### src/rtl/sdc_pkg.sv
package sdc_pkg;
  // Prescaler pair encoding driven on pair_sel
  typedef enum logic {
    PAIR_LO = 1'b0,   // 5/6 pair
    PAIR_HI = 1'b1    // 10/11 pair
  } pair_e;

  localparam int unsigned SYNC_STAGES = 2;
endpackage

### src/rtl/sdc_rst_sync.sv
module sdc_rst_sync #(
  parameter int unsigned STAGES = 2
) (
  input  logic clk,
  input  logic rst_n,
  output logic rst_q
);
  logic [STAGES-1:0] chain_q;
  logic [STAGES-1:0] chain_d;

  always_comb begin
    chain_d = {chain_q[STAGES-2:0], 1'b1};
  end

  always_ff @(posedge clk or negedge rst_n) begin
    if (!rst_n) chain_q <= '0;
    else        chain_q <= chain_d;
  end

  assign rst_q = chain_q[STAGES-1];
endmodule

### src/rtl/sdc_shadow.sv
module sdc_shadow #(
  parameter int unsigned MW = 8,
  parameter int unsigned AW = 4
) (
  input  logic          clk,
  input  logic          rst_b,
  input  logic          ld,
  input  logic [MW-1:0] m_in,
  input  logic [AW-1:0] a_in,
  input  logic          sel_in,
  output logic [MW-1:0] m_sh,
  output logic [AW-1:0] a_sh,
  output logic          sel_sh,
  output logic          armed
);
  logic [MW-1:0] m_d;
  logic [AW-1:0] a_d;
  logic          sel_d;
  logic          armed_d;

  always_comb begin
    m_d     = m_sh;
    a_d     = a_sh;
    sel_d   = sel_sh;
    armed_d = 1'b1;
    if (ld) begin
      m_d   = m_in;
      a_d   = a_in;
      sel_d = sel_in;
    end
  end

  always_ff @(posedge clk or negedge rst_b) begin
    if (!rst_b) begin
      m_sh   <= '0;
      a_sh   <= '0;
      sel_sh <= sdc_pkg::PAIR_LO;
      armed  <= 1'b0;
    end else begin
      m_sh   <= m_d;
      a_sh   <= a_d;
      sel_sh <= sel_d;
      armed  <= armed_d;
    end
  end

  // the shadow arms on the first edge after reset release
  a_r1_arm_once: assert property (@(posedge clk) disable iff (!rst_b)
    armed |=> armed);
endmodule

### src/rtl/sdc_count.sv
module sdc_count #(
  parameter int unsigned MW = 8
) (
  input  logic          clk,
  input  logic          rst_b,
  input  logic          armed,
  input  logic [MW-1:0] m_sh,
  output logic [MW-1:0] cnt,
  output logic          ld
);
  logic [MW-1:0] cnt_d;

  always_comb begin
    ld    = !armed || (cnt >= m_sh);
    cnt_d = ld ? '0 : cnt + 1'b1;
  end

  always_ff @(posedge clk or negedge rst_b) begin
    if (!rst_b) cnt <= '0;
    else        cnt <= cnt_d;
  end

  // the period counter never passes the shadowed terminal count
  a_r4_cnt_bound: assert property (@(posedge clk) disable iff (!rst_b)
    armed |-> (cnt <= m_sh));
endmodule

### src/rtl/sdc_decode.sv
module sdc_decode #(
  parameter int unsigned MW = 8,
  parameter int unsigned AW = 4
) (
  input  logic          clk,
  input  logic          rst_b,
  input  logic          armed,
  input  logic [MW-1:0] cnt,
  input  logic [MW-1:0] m_sh,
  input  logic [AW-1:0] a_sh,
  output logic          mod_ctl,
  output logic          fp
);
  localparam int unsigned XW = (MW > AW) ? MW : AW;

  logic [XW-1:0] cnt_x;
  logic [XW-1:0] a_x;

  always_comb begin
    cnt_x   = XW'(cnt);
    a_x     = XW'(a_sh);
    mod_ctl = armed && (cnt_x < a_x);
    fp      = armed && (cnt == m_sh);
  end

  // modulus control is high only in a leading run of the cycle
  a_r3_mc_leading: assert property (@(posedge clk) disable iff (!rst_b)
    (mod_ctl && cnt != '0) |-> $past(mod_ctl));

  // back-to-back pulses only when the cycle is one period long
  a_r4_fp_single: assert property (@(posedge clk) disable iff (!rst_b)
    (fp && $past(fp)) |-> (m_sh == '0));
endmodule

### src/rtl/sdc_cfg_check.sv
module sdc_cfg_check #(
  parameter int unsigned MW = 8,
  parameter int unsigned AW = 4
) (
  input  logic [MW-1:0] m_in,
  input  logic [AW-1:0] a_in,
  output logic          bad
);
  localparam int unsigned XW = ((MW > AW) ? MW : AW) + 1;

  logic [XW-1:0] m_x;
  logic [XW-1:0] a_x;

  always_comb begin
    m_x = XW'(m_in);
    a_x = XW'(a_in);
    bad = (m_in == '0) || (a_x > (m_x + 1'b1));
  end
endmodule

### src/rtl/swallow_div_ctl.sv
module swallow_div_ctl #(
  parameter int unsigned MW = 8,
  parameter int unsigned AW = 4
) (
  input  logic          pre_clk,
  input  logic          rst_n,
  input  logic [MW-1:0] m_val,
  input  logic [AW-1:0] a_val,
  input  logic          pair_sel_in,
  output logic          mod_ctl,
  output logic          pair_sel,
  output logic          fp_pulse,
  output logic          cfg_invalid
);
  logic          rst_q;
  logic          armed;
  logic          ld;
  logic [MW-1:0] cnt;
  logic [MW-1:0] m_sh;
  logic [AW-1:0] a_sh;

  sdc_rst_sync #(.STAGES(sdc_pkg::SYNC_STAGES)) u_rst (
    .clk(pre_clk), .rst_n(rst_n), .rst_q(rst_q)
  );

  sdc_shadow #(.MW(MW), .AW(AW)) u_shadow (
    .clk(pre_clk), .rst_b(rst_q), .ld(ld),
    .m_in(m_val), .a_in(a_val), .sel_in(pair_sel_in),
    .m_sh(m_sh), .a_sh(a_sh), .sel_sh(pair_sel), .armed(armed)
  );

  sdc_count #(.MW(MW)) u_count (
    .clk(pre_clk), .rst_b(rst_q), .armed(armed),
    .m_sh(m_sh), .cnt(cnt), .ld(ld)
  );

  sdc_decode #(.MW(MW), .AW(AW)) u_decode (
    .clk(pre_clk), .rst_b(rst_q), .armed(armed),
    .cnt(cnt), .m_sh(m_sh), .a_sh(a_sh),
    .mod_ctl(mod_ctl), .fp(fp_pulse)
  );

  sdc_cfg_check #(.MW(MW), .AW(AW)) u_check (
    .m_in(m_val), .a_in(a_val), .bad(cfg_invalid)
  );

  // outputs stay quiet until the first configuration load
  a_r1_quiet_unarmed: assert property (@(posedge pre_clk) disable iff (!rst_q)
    !armed |-> (!mod_ctl && !fp_pulse));

  // shadow state holds inside a cycle
  a_r6_hold_mid_cycle: assert property (@(posedge pre_clk) disable iff (!rst_q)
    (cnt != '0) |-> ($stable(m_sh) && $stable(a_sh) && $stable(pair_sel)));
endmodule

### config.mk
export PLATFORM = sky130hd
export DESIGN_NAME = swallow_div_ctl
export DESIGN_NICKNAME = d
export VERILOG_FILES = /design/src/rtl/sdc_pkg.sv /design/src/rtl/sdc_rst_sync.sv /design/src/rtl/sdc_shadow.sv /design/src/rtl/sdc_count.sv /design/src/rtl/sdc_decode.sv /design/src/rtl/sdc_cfg_check.sv /design/src/rtl/swallow_div_ctl.sv
export SDC_FILE = /design/constraint.sdc
export NUM_CORES = 1
export LEC_CHECK = 0
export ABC_CLOCK_PERIOD_IN_PS = 1600
export BUFFER_PORTS_ARGS = -buffer_cell sky130_fd_sc_hd__buf_2
export CAP_MARGIN = 10
export CORE_ASPECT_RATIO = 1.5
export CORE_MARGIN = 2
export CORE_UTILIZATION = 51
export CTS_BUF_LIST = sky130_fd_sc_hd__clkbuf_16
export DETAILED_ROUTE_END_ITERATION = 10
export MAX_ROUTING_LAYER = met4
export PLACE_DENSITY_LB_ADDON = 0.15
export RECOVER_POWER = 50
export SETUP_SLACK_MARGIN = 0.2
export SLEW_MARGIN = 20
export SYNTH_ARGS = -nofsm -noshare
export SYNTH_HDL_FRONTEND = slang
export SYNTH_SLANG_ARGS = --single-unit
### constraint.sdc
create_clock -name pre_clk -period 1.6 [get_ports pre_clk]
set_input_delay 0.16 -clock pre_clk [delete_from_list [all_inputs] [get_ports pre_clk]]
set_output_delay 0.16 -clock pre_clk [all_outputs]
set_load 0.01 [all_outputs]
* Word-level counts from Yosys, hierarchy flattened
Cells that the tools add are included.
W data, S select, Z words.
** Operators by class
- Equality and inequality tests :: 1
- Order comparisons :: 3
- Muxes and demuxes :: 1
- Reductions and logical operators :: 6
- $add $sub $neg :: 2
** Operators by type and width (number)
- $add A8 B1 Y9 const B :: 1
- $gt A4 B9 Y1 :: 1
- $add A8 B1 Y8 const B :: 1
- $eq A8 B8 Y1 :: 1
- $ge A8 B8 Y1 :: 1
- $logic_not A8 Y1 :: 1
- $lt A8 B4 Y1 :: 1
- $mux W8 :: 1
- $logic_and A1 B1 Y1 :: 2
- $logic_or A1 B1 Y1 :: 2
- $logic_not A1 Y1 :: 1
** Word-level totals
- Output and inout bits :: 4
- Register bits :: 24
- Word-level logic and storage cells :: 19
- Input port bits :: 15

* Depth between registers and ports, before layout
- Depth after elaboration :: 3
- Depth in mapped cells :: 8
- Gate-level depth less buffers :: 8

* Modules after synthesis
Synthesis repeated with hierarchy kept, for this count alone.
** Second synthesis, totals
- Cells, all modules :: 137
- Area total of the unflattened synthesis :: 1531.5 um2
** Modules (own cells, without submodules)
- sdc_shadow :: instances 1, sequential area each 350.3 um2, area an instance 549.3 um2, cells each 29
- sdc_count :: instances 1, sequential area each 200.2 um2, area an instance 545.5 um2, cells each 56
- sdc_cfg_check :: instances 1, sequential area each 0.0 um2, area an instance 197.7 um2, cells each 25
- sdc_decode :: instances 1, sequential area each 0.0 um2, area an instance 185.2 um2, cells each 24
- sdc_rst_sync :: instances 1, sequential area each 50.0 um2, area an instance 53.8 um2, cells each 3

* Worst setup path before layout
OpenSTA, ideal clock, no wires.
- Path kind :: reg2reg
- From :: reg u_count.cnt[0]
- To :: reg u_shadow.a_sh[1]
- Buffers on the path :: 1
- Setup slack :: -0.394 ns
- Period minus slack after synthesis :: 1.994 ns
- Arrival :: 1.869 ns
- Stages on the path, launching flop included :: 8
- Path through :: dfrtp_1 inv_1 ha_1 nand2b_4 a2111oi_4 o311ai_2 buf_6 mux2_4
** Between the ends
- Cells in the longest elaborated chain, start to end :: 2
** Ends and longest elaborated chain
- start, declared :: RTL line sdc_count.sv:8 : output logic [MW-1:0] cnt,
- start signal, assigned :: RTL line sdc_count.sv:20 : else cnt <= cnt_d;
- $ge A8 B8 Y1 :: RTL line sdc_count.sv:14 : ld = !armed || (cnt >= m_sh);
- $logic_or A1 B1 Y1 :: RTL line sdc_count.sv:14
- end signal, assigned :: RTL line sdc_shadow.sv:36 : a_sh <= '0;
- end signal, assigned :: RTL line sdc_shadow.sv:41 : a_sh <= a_d;
- end, declared :: RTL line sdc_shadow.sv:12 : output logic [AW-1:0] a_sh,
No other way between the ends.
A chain may end at the register's enable or synchronous reset.

* Final worst setup path
- From :: in m_val[0]
- To :: out cfg_invalid
** Between the ends
- Cells in the longest elaborated chain, start to end :: 3
- Elaborated cells between the ends (all ways) :: 4
- Classes of those cells :: add/sub (1); order compare (1); reduce/logical (2)
** Ends and longest elaborated chain
- start, declared :: RTL line swallow_div_ctl.sv:7 : input logic [MW-1:0] m_val,
- $add A8 B1 Y9 :: RTL line sdc_cfg_check.sv:17 : bad = (m_in == '0) || (a_x > (m_x + 1'b1));
- $gt A4 B9 Y1 :: RTL line sdc_cfg_check.sv:17
- $logic_or A1 B1 Y1 (*) :: RTL line sdc_cfg_check.sv:17
- end, declared :: RTL line swallow_div_ctl.sv:13 : output logic cfg_invalid
Mark *: on every way between the ends. The rest lies on a longest branch, timed or not.

==> metrics <==
sequential share of the synthesized area=40.6%; wire length per cell=16.2 µm; largest net degree at the start of global routing=18; Starting DRT DRC Count=12; crit path launch type=input pin; final setup margin=-0.353 ns; Gate Count Post-Synth=127; status=complete, but fails checks; clock root buffer master=clkbuf_16; skew final=0.00467 ns; RR Startpoint=u_shadow.m_sh[0]; met3 routed WL=83 µm; met2 wire len=2060 µm; H-tree depth=1; failing checks=setup timing; max incr delay on CP=0.30 ns; pre-CTS setup slack=-0.500 ns; DIE HEIGHT=69.9 µm; CP endpoint kind=primary output; Critical Path RT=1.44 ns; GRT Resource Usage Total=24.4%; share of the synthesized area in the top cell type=40.6%; Setup violations, final=24; number of buffers added on ports=18; CP startpoint=m_val[0]; Hold Crit Class=reg -> async; DIE WIDTH=48.0 µm; critical path class=in -> out; CP arrival=1.79 ns; worst-path maximum fanout=5; Routed Antenna Nets=0; IO Pins=19; final setup TNS=-6.61 ns; total routed wirelength=3600 µm; Pre-antenna DRT Iters=4; Critical Path Stages=10; fmax=0.512 GHz; peak supply drop=625 µV; r2r setup slk=-0.35 ns; core area=0.00271 mm²; RePlAce Congestion=0.846; Final Critical Period=1.95 ns; CTS tree=built; die area=0.00335 mm²; Post-Layout Cell Count=222; vias in the first global route=1,289; WHS=0.0989 ns; Yosys cell types=37; via count=1,174; first-pass GRT wire length=5720 µm; slowest CP cell=a211o_1; initial antenna violation count=0; vias per cell=5.29; Top delay family on crit path=compound AO/OA/AOI/OAI gates; end point of the critical path=cfg_invalid; Layout Nets=219; Max Root-Sink Buffers=2; yosys warns=0; Leak=1.11 nW; clock latency on the worst-skew pair=0.25 ns; DR top layer=met4; Most used DFF post-synth=dfrtp_1; FF+latch count, synth=24; DRC=0; cell taking the most area after synthesis=dfrtp_1; pwr dens=866 mW/mm²; Sink Count=24; most frequent CP cell=ha_4; total gr overflow=0; P&R area growth vs syn=46.6%; n_diodes=0; commonest cells in the netlist=dfrtp_1, ha_1, inv_1; placed insts=210; largest cells by area after synthesis=dfrtp_1, ha_1, mux2_4; # rows=23; top-count cell post-synth=dfrtp_1; Final Instance Area=0.00217 mm²; Fin. Hold Viols=0; CP Buf/Inv Count=4; RSZ-0062 raised after global routing=true; M1 WL=1360 µm; max_cap viols=0; Reg clk slew, reported paths=0.06 ns; initial core utilization=54.6%; DP Area=0.00190 mm²; Synth async-reset ratio=100%; number of enable flip-flop cells after synthesis=0; final period utilization=122%; layout cells sized above 1=48.6%; max_slew headroom=39.7%; worst reg2reg path depth=6; syn_area_per_cell=11.6 µm²; Post-Syn Area=0.00148 mm²; Max Transition Viols Final=0; hpwl dp=2570 µm; total CTS buffers=3; Reg-to-Reg End=u_shadow.m_sh[2]; Least-Margin Pin Slew=0.904 ns; cells along the critical path=buf_12, inv_12, ha_4, inv_2, ha_4, nor2b_1, o211ai_1, a211o_1, a2111oi_4, buf_2
[what timing repair did]
action | in CTS | in global routing
hold buffers | 1 | 0
pin swaps | 5 | 4
hold endpoints to repair | 2 | 0
setup buffers | 3 | 4
endpoints found under the setup margin | 24 | 24
gates resized for setup | 10 | 13
[stage by stage]
stage	total power [mW]	utilization (%)
5_1_grt	1.96	80.1
2_1_floorplan	0.945	-
3_3_place_gp	1.10	70.1
6_report	1.88	80.1
3_5_place_dp	1.12	70.1
4_1_cts	1.85	76.8
[worst min-delay path by stage]
stage	end	startpoint	slack [ns]
floorplan	u_rst.chain_q[0]	rst_n	-0.14
global placement	u_rst.chain_q[0]	rst_n	-0.05
detailed placement	u_rst.chain_q[0]	rst_n	-0.05
CTS	u_shadow.sel_sh	u_rst.chain_q[1]	0.10
global route	u_shadow.sel_sh	u_rst.chain_q[1]	0.12
finish	u_shadow.sel_sh	u_rst.chain_q[1]	0.1
[worst register-to-register path, stage by stage, from the launching register on]
cell and delay, ns:
dfrtp_1 0.40, ha_1 0.31, nand2b_4 0.15, a2111oi_4 0.35
o311ai_4 0.13, buf_12 0.18, mux2_4 0.31
[placed cells by master, fill, tap and decap left out, types with 3 or more instances in the layout]
| master | instances |
|---|---|
| mux2_4 | 11 |
| buf_4 | 31 |
| a21o_1 | 3 |
| ha_1 | 13 |
| buf_2 | 15 |
| nor2_2 | 5 |
| nand3_1 | 7 |
| ha_4 | 5 |
| dfrtp_1 | 24 |
| xor2_1 | 6 |
| clkbuf_16 | 3 |
| nor2_1 | 4 |
| inv_1 | 13 |
[power by group]
part,internal [mW],switching [mW]
clock,0.497,0.205
combinational,0.274,0.210
sequential,0.656,0.0336
[layer usage]
layer	vias to the layer above	global-route usage [%]
met5	-	-
met4	0	10.2
met3	12	2.58
met2	25	41.6
met1	582	26.9
li1	555	-
[registers in the layout, indices dropped and copies added (netlist names)]
signal and flops:
u_rst.chain_q 2, u_shadow.sel_sh 1, u_count.cnt 8, u_shadow.a_sh 4
u_shadow.armed 1, u_shadow.m_sh 8
[final cells by class]
type	instances	area [µm²]
repair buffers	55	418
clock inverters	1	30.0
clock buffers	3	75.1
flip-flops and latches	24	601
inverters	16	77.6
multi-input cells	86	918
well taps	37	46.3
fillers	167	539
[logic make-up (layout without fill, tap and decap cells)]
logic type | count (synthesis) | after routing | synth area share [%]
flip-flops | 24 | 24 | 40.6
adder cells (fa/ha/maj) | 18 | 18 | 15.2
AO/OA/AOI/OAI | 15 | 15 | 9.32
XOR/XNOR | 8 | 8 | 4.74
multiplexers | 13 | 13 | 12.6
AND/OR/NAND/NOR | 30 | 30 | 11.6
buffers and inverters | 18 | 75 | 5.59
other | 1 | 2 | 0.254
Note: power is estimated with default switching activity, not from simulation.
